$ cat config.mk
export PLATFORM = sky130hd
export DESIGN_NAME = mdio_master
export DESIGN_NICKNAME = d
export VERILOG_FILES = /design/src/rtl/mdio_pkg.sv /design/src/rtl/mdio_clkgen.sv /design/src/rtl/mdio_frame.sv /design/src/rtl/mdio_regs.sv /design/src/rtl/mdio_master.sv
export SDC_FILE = /design/constraint.sdc
export NUM_CORES = 1
export LEC_CHECK = 0
export BUFFER_PORTS_ARGS = -buffer_cell sky130_fd_sc_hd__buf_2
export CORE_AREA = 5 5 153 155
export CTS_BUF_LIST = sky130_fd_sc_hd__clkbuf_4
export CTS_CLUSTER_DIAMETER = 50
export CTS_CLUSTER_SIZE = 25
export DETAILED_ROUTE_END_ITERATION = 10
export DIE_AREA = 0 0 158 160
export GPL_TIMING_DRIVEN = 0
export HOLD_SLACK_MARGIN = 0.15
export PLACE_DENSITY = 0.61
export SKIP_CTS_REPAIR_TIMING = 1
export SYNTH_ARGS = -nofsm -noshare
export SYNTH_HDL_FRONTEND = slang
export SYNTH_HIERARCHICAL = 1
export SYNTH_SLANG_ARGS = --single-unit
$ cat constraint.sdc
create_clock -name clk -period 3.53 [get_ports clk]
set_input_delay 0.706 -clock clk [delete_from_list [all_inputs] [get_ports clk]]
set_output_delay 0.706 -clock clk [all_outputs]
set_load 0.005 [all_outputs]
$ cat src/rtl/mdio_pkg.sv
package mdio_pkg;

  localparam int PRE_BITS  = 32;
  localparam int BODY_BITS = 32;
  localparam int DATA_W    = 16;
  localparam int FIELD_W   = 5;

  typedef enum logic [1:0] {
    SEL_CFG   = 2'd0,
    SEL_WDATA = 2'd1,
    SEL_CMD   = 2'd2,
    SEL_RDATA = 2'd3
  } reg_sel_e;

  typedef struct packed {
    logic       legal;
    logic       is_read;
    logic [1:0] start_code;
    logic [1:0] wire_op;
  } op_dec_t;

  // Map the software code to the on-wire fields for the selected variant.
  function automatic op_dec_t decode_op(input logic c45, input logic [1:0] code);
    op_dec_t d;
    d.start_code = c45 ? 2'b00 : 2'b01;
    d.legal      = 1'b0;
    d.is_read    = 1'b0;
    d.wire_op    = 2'b00;
    if (c45) begin
      case (code)
        2'd0: begin d.legal = 1'b1; d.wire_op = 2'b00; end
        2'd1: begin d.legal = 1'b1; d.wire_op = 2'b01; end
        2'd3: begin d.legal = 1'b1; d.wire_op = 2'b11; d.is_read = 1'b1; end
        default: d.legal = 1'b0;
      endcase
    end else begin
      case (code)
        2'd0: begin d.legal = 1'b1; d.wire_op = 2'b01; end
        2'd1: begin d.legal = 1'b1; d.wire_op = 2'b10; d.is_read = 1'b1; end
        default: d.legal = 1'b0;
      endcase
    end
    return d;
  endfunction

  // Frame body after the preamble. A read leaves turnaround and data released (ones).
  function automatic logic [BODY_BITS-1:0] build_body(input op_dec_t d,
                                                      input logic [FIELD_W-1:0] port,
                                                      input logic [FIELD_W-1:0] regad,
                                                      input logic [DATA_W-1:0] data);
    logic [1:0]        ta;
    logic [DATA_W-1:0] payload;
    ta      = d.is_read ? 2'b11 : 2'b10;
    payload = d.is_read ? {DATA_W{1'b1}} : data;
    return {d.start_code, d.wire_op, port, regad, ta, payload};
  endfunction

endpackage

$ cat src/rtl/mdio_clkgen.sv
module mdio_clkgen #(
  parameter int DIV_W = 8
) (
  input  logic             clk,
  input  logic             rst_n,
  input  logic             run,
  input  logic [DIV_W-1:0] half,
  output logic             mdc,
  output logic             rise_tick,
  output logic             fall_tick
);

  logic [DIV_W-1:0] cnt;
  logic             wrap;

  assign wrap      = run && (cnt == half - 1'b1);
  assign rise_tick = wrap && !mdc;
  assign fall_tick = wrap && mdc;

  always_ff @(posedge clk) begin
    if (!rst_n) begin
      cnt <= '0;
      mdc <= 1'b0;
    end else if (!run) begin
      cnt <= '0;
      mdc <= 1'b0;
    end else if (wrap) begin
      cnt <= '0;
      mdc <= ~mdc;
    end else begin
      cnt <= cnt + 1'b1;
    end
  end

endmodule

$ cat src/rtl/mdio_frame.sv
module mdio_frame
  import mdio_pkg::*;
#(
  parameter int DIV_W = 8
) (
  input  logic                 clk,
  input  logic                 rst_n,
  input  logic                 start,
  input  op_dec_t              start_dec,
  input  logic [FIELD_W-1:0]   start_port,
  input  logic [FIELD_W-1:0]   start_reg,
  input  logic [DATA_W-1:0]    start_wdata,
  input  logic                 start_pre,
  input  logic [DIV_W-1:0]     start_half,
  input  logic                 rise_tick,
  input  logic                 fall_tick,
  input  logic                 mdio_i,
  output logic                 busy,
  output logic                 done,
  output logic [DIV_W-1:0]     half_q,
  output logic                 mdio_o,
  output logic                 mdio_oe,
  output logic [DATA_W-1:0]    cap_data,
  output logic                 cap_ta_ok
);

  localparam int IDX_W    = $clog2(PRE_BITS + BODY_BITS + 1);
  localparam int TA1_POS  = 2 + 2 + 2 * FIELD_W;
  localparam int TA2_POS  = TA1_POS + 1;
  localparam int DAT_POS  = TA2_POS + 1;

  logic [BODY_BITS-1:0] body_q;
  logic [IDX_W-1:0]     idx;
  logic [IDX_W-1:0]     pos;
  logic                 pre_q;
  logic                 rd_q;
  logic                 in_pre;
  logic                 last_bit;
  logic                 released;

  assign in_pre   = pre_q && (idx < IDX_W'(PRE_BITS));
  assign pos      = pre_q ? idx - IDX_W'(PRE_BITS) : idx;
  assign last_bit = idx == (pre_q ? IDX_W'(PRE_BITS + BODY_BITS - 1) : IDX_W'(BODY_BITS - 1));
  assign released = rd_q && !in_pre && (pos >= IDX_W'(TA1_POS));
  assign done     = busy && fall_tick && last_bit;

  assign mdio_oe  = busy && !released;
  assign mdio_o   = (!busy || in_pre) ? 1'b1 : body_q[BODY_BITS - 1 - int'(pos[$clog2(BODY_BITS)-1:0])];

  always_ff @(posedge clk) begin
    if (!rst_n) begin
      busy      <= 1'b0;
      body_q    <= '0;
      idx       <= '0;
      pre_q     <= 1'b0;
      rd_q      <= 1'b0;
      half_q    <= DIV_W'(1);
      cap_data  <= '0;
      cap_ta_ok <= 1'b0;
    end else if (!busy) begin
      if (start) begin
        busy      <= 1'b1;
        body_q    <= build_body(start_dec, start_port, start_reg, start_wdata);
        idx       <= '0;
        pre_q     <= start_pre;
        rd_q      <= start_dec.is_read;
        half_q    <= start_half;
        cap_data  <= '0;
        cap_ta_ok <= 1'b0;
      end
    end else begin
      if (rise_tick && rd_q && !in_pre) begin
        if (pos == IDX_W'(TA2_POS)) begin
          cap_ta_ok <= !mdio_i;
        end else if (pos >= IDX_W'(DAT_POS)) begin
          cap_data <= {cap_data[DATA_W-2:0], mdio_i};
        end
      end
      if (fall_tick) begin
        if (last_bit) begin
          busy <= 1'b0;
          idx  <= '0;
        end else begin
          idx <= idx + 1'b1;
        end
      end
    end
  end

endmodule

$ cat src/rtl/mdio_regs.sv
module mdio_regs
  import mdio_pkg::*;
#(
  parameter int DIV_W       = 8,
  parameter int RESET_HALF  = 4
) (
  input  logic                clk,
  input  logic                rst_n,
  input  logic [1:0]          bus_sel,
  input  logic                bus_we,
  input  logic [31:0]         bus_wdata,
  output logic [31:0]         bus_rdata,
  input  logic                frame_done,
  input  logic [DATA_W-1:0]   cap_data,
  input  logic                cap_ta_ok,
  output logic                start,
  output op_dec_t             start_dec,
  output logic [FIELD_W-1:0]  start_port,
  output logic [FIELD_W-1:0]  start_reg,
  output logic [DATA_W-1:0]   start_wdata,
  output logic                start_pre,
  output logic [DIV_W-1:0]    start_half,
  output logic                wr_pend,
  output logic                rd_pend,
  output logic                rd_valid
);

  localparam int DIV_LSB  = 8;
  localparam int PORT_LSB = 8;
  localparam int REG_LSB  = 16;

  logic              cfg_c45;
  logic              cfg_pre;
  logic [DIV_W-1:0]  cfg_div;
  logic [DATA_W-1:0] wdata_q;
  logic [DATA_W-1:0] rdata_q;
  logic [31:0]       cmd_q;
  logic              cmd_write;

  function automatic logic [DIV_W-1:0] eff_half(input logic [DIV_W-1:0] div);
    return (div == '0) ? DIV_W'(1) : div;
  endfunction

  assign cmd_write   = bus_we && (reg_sel_e'(bus_sel) == SEL_CMD);
  assign start_dec   = decode_op(cfg_c45, bus_wdata[1:0]);
  assign start_port  = bus_wdata[PORT_LSB +: FIELD_W];
  assign start_reg   = bus_wdata[REG_LSB +: FIELD_W];
  assign start_wdata = wdata_q;
  assign start_pre   = cfg_pre;
  assign start_half  = eff_half(cfg_div);
  assign start       = cmd_write && start_dec.legal && !wr_pend && !rd_pend;

  always_ff @(posedge clk) begin
    if (!rst_n) begin
      cfg_c45  <= 1'b0;
      cfg_pre  <= 1'b1;
      cfg_div  <= DIV_W'(RESET_HALF);
      wdata_q  <= '0;
      rdata_q  <= '0;
      cmd_q    <= '0;
      wr_pend  <= 1'b0;
      rd_pend  <= 1'b0;
      rd_valid <= 1'b0;
    end else begin
      if (bus_we && reg_sel_e'(bus_sel) == SEL_CFG) begin
        cfg_c45 <= bus_wdata[0];
        cfg_pre <= bus_wdata[1];
        cfg_div <= bus_wdata[DIV_LSB +: DIV_W];
      end
      if (bus_we && reg_sel_e'(bus_sel) == SEL_WDATA) begin
        wdata_q <= bus_wdata[DATA_W-1:0];
      end
      if (start) begin
        cmd_q    <= bus_wdata;
        wr_pend  <= !start_dec.is_read;
        rd_pend  <= start_dec.is_read;
        rd_valid <= 1'b0;
      end else if (frame_done) begin
        if (rd_pend) begin
          rdata_q  <= cap_data;
          rd_valid <= cap_ta_ok;
        end
        wr_pend <= 1'b0;
        rd_pend <= 1'b0;
      end
    end
  end

  always_comb begin
    bus_rdata = '0;
    case (reg_sel_e'(bus_sel))
      SEL_CFG: begin
        bus_rdata[0]                 = cfg_c45;
        bus_rdata[1]                 = cfg_pre;
        bus_rdata[DIV_LSB +: DIV_W]  = cfg_div;
      end
      SEL_WDATA: begin
        bus_rdata[31]         = wr_pend;
        bus_rdata[DATA_W-1:0] = wdata_q;
      end
      SEL_CMD: bus_rdata = cmd_q;
      SEL_RDATA: begin
        bus_rdata[31]         = rd_pend;
        bus_rdata[30]         = rd_valid;
        bus_rdata[DATA_W-1:0] = rdata_q;
      end
      default: bus_rdata = '0;
    endcase
  end

endmodule

$ cat src/rtl/mdio_master.sv
module mdio_master
  import mdio_pkg::*;
#(
  parameter int DIV_W      = 8,
  parameter int RESET_HALF = 4
) (
  input  logic        clk,
  input  logic        rst_n,
  input  logic [1:0]  bus_sel,
  input  logic        bus_we,
  input  logic [31:0] bus_wdata,
  output logic [31:0] bus_rdata,
  output logic        mdc,
  output logic        mdio_o,
  output logic        mdio_oe,
  input  logic        mdio_i
);

  logic               start_pulse;
  logic               frame_done;
  logic               frame_busy;
  logic               rise_tick;
  logic               fall_tick;
  logic               wr_pend;
  logic               rd_pend;
  logic               rd_valid;
  op_dec_t            start_dec;
  logic [FIELD_W-1:0] start_port;
  logic [FIELD_W-1:0] start_reg;
  logic [DATA_W-1:0]  start_wdata;
  logic               start_pre;
  logic [DIV_W-1:0]   start_half;
  logic [DIV_W-1:0]   half_q;
  logic [DATA_W-1:0]  cap_data;
  logic               cap_ta_ok;

  mdio_regs #(.DIV_W(DIV_W), .RESET_HALF(RESET_HALF)) u_regs (
    .clk         (clk),
    .rst_n       (rst_n),
    .bus_sel     (bus_sel),
    .bus_we      (bus_we),
    .bus_wdata   (bus_wdata),
    .bus_rdata   (bus_rdata),
    .frame_done  (frame_done),
    .cap_data    (cap_data),
    .cap_ta_ok   (cap_ta_ok),
    .start       (start_pulse),
    .start_dec   (start_dec),
    .start_port  (start_port),
    .start_reg   (start_reg),
    .start_wdata (start_wdata),
    .start_pre   (start_pre),
    .start_half  (start_half),
    .wr_pend     (wr_pend),
    .rd_pend     (rd_pend),
    .rd_valid    (rd_valid)
  );

  mdio_frame #(.DIV_W(DIV_W)) u_frame (
    .clk         (clk),
    .rst_n       (rst_n),
    .start       (start_pulse),
    .start_dec   (start_dec),
    .start_port  (start_port),
    .start_reg   (start_reg),
    .start_wdata (start_wdata),
    .start_pre   (start_pre),
    .start_half  (start_half),
    .rise_tick   (rise_tick),
    .fall_tick   (fall_tick),
    .mdio_i      (mdio_i),
    .busy        (frame_busy),
    .done        (frame_done),
    .half_q      (half_q),
    .mdio_o      (mdio_o),
    .mdio_oe     (mdio_oe),
    .cap_data    (cap_data),
    .cap_ta_ok   (cap_ta_ok)
  );

  mdio_clkgen #(.DIV_W(DIV_W)) u_clkgen (
    .clk       (clk),
    .rst_n     (rst_n),
    .run       (frame_busy),
    .half      (half_q),
    .mdc       (mdc),
    .rise_tick (rise_tick),
    .fall_tick (fall_tick)
  );

endmodule

==> flow_summary_export.csv <==
group,metric,value,unit
grt,antenna_found_initial,1,
final_layout,nNetsFinal,961,
logic_synthesis,ys_warn_count,6,
drt,routed_wl,19800,um
clock_tree,h-tree-depth,4,
worst_setup_path,cp-start-kind,"register",
clock_tree,clock_latency,0.56,ns
grt,gr-total-overflow,0,
hold_path,hold_path_startpoint,"bus_wdata[31]",
power,power.leakage,0.00311,uW
sta,fin_crit,3.20,ns
status,status,"finished clean",
drt,vias_per_cell,4.99,
grt,grt_pass1_vias,5989,
sta,max_freq,313,MHz
drt,antenna_left,0,
run,drv_cap,0,
placement,dp_hpwl,15000,um
die,start_util,0.345,
logic_synthesis,ys.flop_type,"dfxtp_1",
worst_setup_path,crit_arrival,3.67,ns
die,io-pin-count,73,
clock_tree,cts_tree,"yes",
sta,hold_viol,0,
final_layout,fillers,2209,
final_layout,regArea,3040,um2
clock_tree,root_buffer,"clkbuf_4",
clock_tree,clockBufferDepth,2,
die,fp.coreArea,21700,um2
power,total_power,3180,uW
worst_setup_path,crit_type,"reg -> reg",
final_layout,drive_gt1_frac,0.208,
logic_synthesis,synth.avg_cell_area,9.03,um2
sta,slew_headroom,0.429,
clock_tree,cts_made_buffers,17,
drt,dr.first_iter.drc_count,374,
logic_synthesis,synth_area,7480,um2
logic_synthesis,syn_nets,871,
sta,worst_slack,0.332,ns
drt,drc,0,
sta,finalMaxSlewViolations,0,
sta,finalCritPeriodShare,0.906,
logic_synthesis,ys_seq_area_frac,0.407,
logic_synthesis,synth_cell_types,61,
worst_setup_path,crit_path_end_kind,"register",
sta,hold-worst-slack,0.364,ns
grt,grt_util_all_layers,0.161,
final_layout,fin_util,0.392,
logic_synthesis,synth_edf_count,0,
die,rows,54,
sta,tightest_slew,0.853,ns
drt,wire_per_inst,16.4,um
worst_setup_path,r2r_setup_slack,0.33,ns
die,chipWidth,158,um
power,powerDensity,374,nW/um2
logic_synthesis,netlist_instances,829,
drt,vias,6053,
sta,finClkSkew,0.0279,ns
clock_tree,cts.sinks,152,
die,die-height,160,um
placement,pre_cts_slack,-0.125,ns
die,dieArea,25300,um2
logic_synthesis,async_reset_ff_frac,0,
grt,grt_pass1_wl,32300,um
grt,grt_max_degree,17,
final_layout,multi_input_area,3940,um2
worst_setup_path,r2r_start,"u_frame/half_q[0]$_SDFFE_PN1P_",
power,peakVddDrop,193,uV
clock_tree,clk_pin_slew,0.15,ns
sta,setup-violations-final,0,
sta,rsz0062_at_grt,"false",
worst_setup_path,path_max_fanout,17,
worst_setup_path,critPathRequiredTime,4.00,ns
logic_synthesis,ys_seq_elements,152,
hold_path,min_path_type,"in -> reg",
worst_setup_path,cp-startpoint,"u_frame/half_q[0]$_SDFFE_PN1P_",
placement,port-buffer-count,72,
drt,drt_first_pass_iters,5,
final_layout,area_growth,13.6,%
placement,gp_congestion,0.818,
-- layout make-up --
| type | instances | area share |
|---|---|---|
| Tap cell | 280 | 0.0412 |
| Clock buffer | 17 | 0.0150 |
| Inverter | 9 | 0.00397 |
| Multi-Input combinational cell | 588 | 0.463 |
| Buffer | 79 | 0.0565 |
| Sequential cell | 152 | 0.358 |
| Timing Repair Buffer | 72 | 0.0424 |
| Clock inverter | 15 | 0.0194 |
| Antenna cell | 1 | 0.000294 |
-- worst max-delay path: stages (launching register included) --
cell      delay, ns
dfxtp_2        0.38
inv_1          0.06
ha_1           0.24
nor3b_2        0.24
o211ai_1       0.10
a211oi_1       0.27
and3_1         0.22
nand2_1        0.11
nor2_4         0.16
nand2_2        0.12
nor2_4         0.16
and3_2         0.30
and2_1         0.14
buf_2          0.28
mux2i_1        0.26
nor3b_2        0.06
-- cell families (layout without fill, tap and decap cells) --
kind of cell / count (synthesis) / after routing / synth area share
AND/OR/NAND/NOR: 353 / 353 / 0.227
adder cells (fa/ha/maj): 4 / 4 / 0.00669
flip-flops: 152 / 152 / 0.407
buffers and inverters: 89 / 192 / 0.0694
multiplexers: 74 / 74 / 0.128
XOR/XNOR: 19 / 19 / 0.0222
AO/OA/AOI/OAI: 137 / 137 / 0.140
other: 1 / 2 / 0.000501
-- per-layer routing --
metal	GRT usage	share of wire	routed length (um)
met5	0	0	0
met4	0.0427	0.014	281
met3	0.0325	0.037	731
met2	0.253	0.47	9290
met1	0.225	0.48	9540
-- cells in the mapped netlist, drive strengths merged (4+ instances only) --
master  instances  area (um2)
and2           20         128
nand2b          5        31.3
nor2b          15        93.8
a22o            7        61.3
nor3           21         105
mux4           16         360
xnor2          15         131
mux2i          47         470
and3            6        37.5
ha              4        50.1
nor2           29         109
clkbuf         44         185
xor2            4        35.0
o21ai          26         141
mux2           11         124
dfxtp         152        3040
buf            36         300
nor3b          20         160
a31o            4        35.0
o22ai           4        25.0
a21boi         74         597
nand3          12        60.1
nand2         194         728
nand4          18         113
inv             9        33.8
-- through the flow --
step                      instance area [um2]  TNS, ns  std cells
after detailed placement                 8190   -0.992       1181
after global routing                     8500        0       1213
after global placement                   8190   -0.760       1181
final                                    8500        0       1213
after CTS                                8490    -1.44       1213
after floorplan                          7480        0        829
-- path summary, 6_finish.rpt --
path                                        end  cells after the start
hold reg to reg   u_regs/cmd_q[26]$_SDFFE_PN0P_                      2
setup reg to reg   u_regs/rd_valid$_SDFFE_PP0P_                     15
hold / removal    u_regs/cmd_q[31]$_SDFFE_PN0P_                      3
setup / recovery   u_regs/rd_valid$_SDFFE_PP0P_                     15
-- registers in the layout (all words and copies together), names as in the netlist, 7 cells and up --
register            count
u_clkgen/cnt            8
u_frame/body_q         32
u_frame/cap_data       16
u_frame/half_q          8
u_frame/idx             7
u_regs/cfg_div          8
u_regs/cmd_q           32
u_regs/rdata_q         16
u_regs/start_wdata     16
-- placed cells by master, fill, tap and decap left out, types with 16 or more instances in the layout --
cell type | Yosys | layout
nor3b_1 | 18 | 18
clkbuf_1 | 42 | 42
dfxtp_1 | 152 | 151
nand4_1 | 18 | 18
nand2_1 | 194 | 193
nor2_1 | 29 | 27
and2_1 | 19 | 19
clkbuf_4 | 0 | 17
buf_2 | 11 | 82
a21boi_0 | 55 | 55
mux4_2 | 16 | 16
mux2i_1 | 47 | 47
nor3_1 | 21 | 21
-- power by group --
group | switching [uW] | internal [uW]
sequential | 26.5 | 1750
clock | 684 | 436
combinational | 160 | 129
total | 870 | 2310
(Power assumes the default switching activity.)
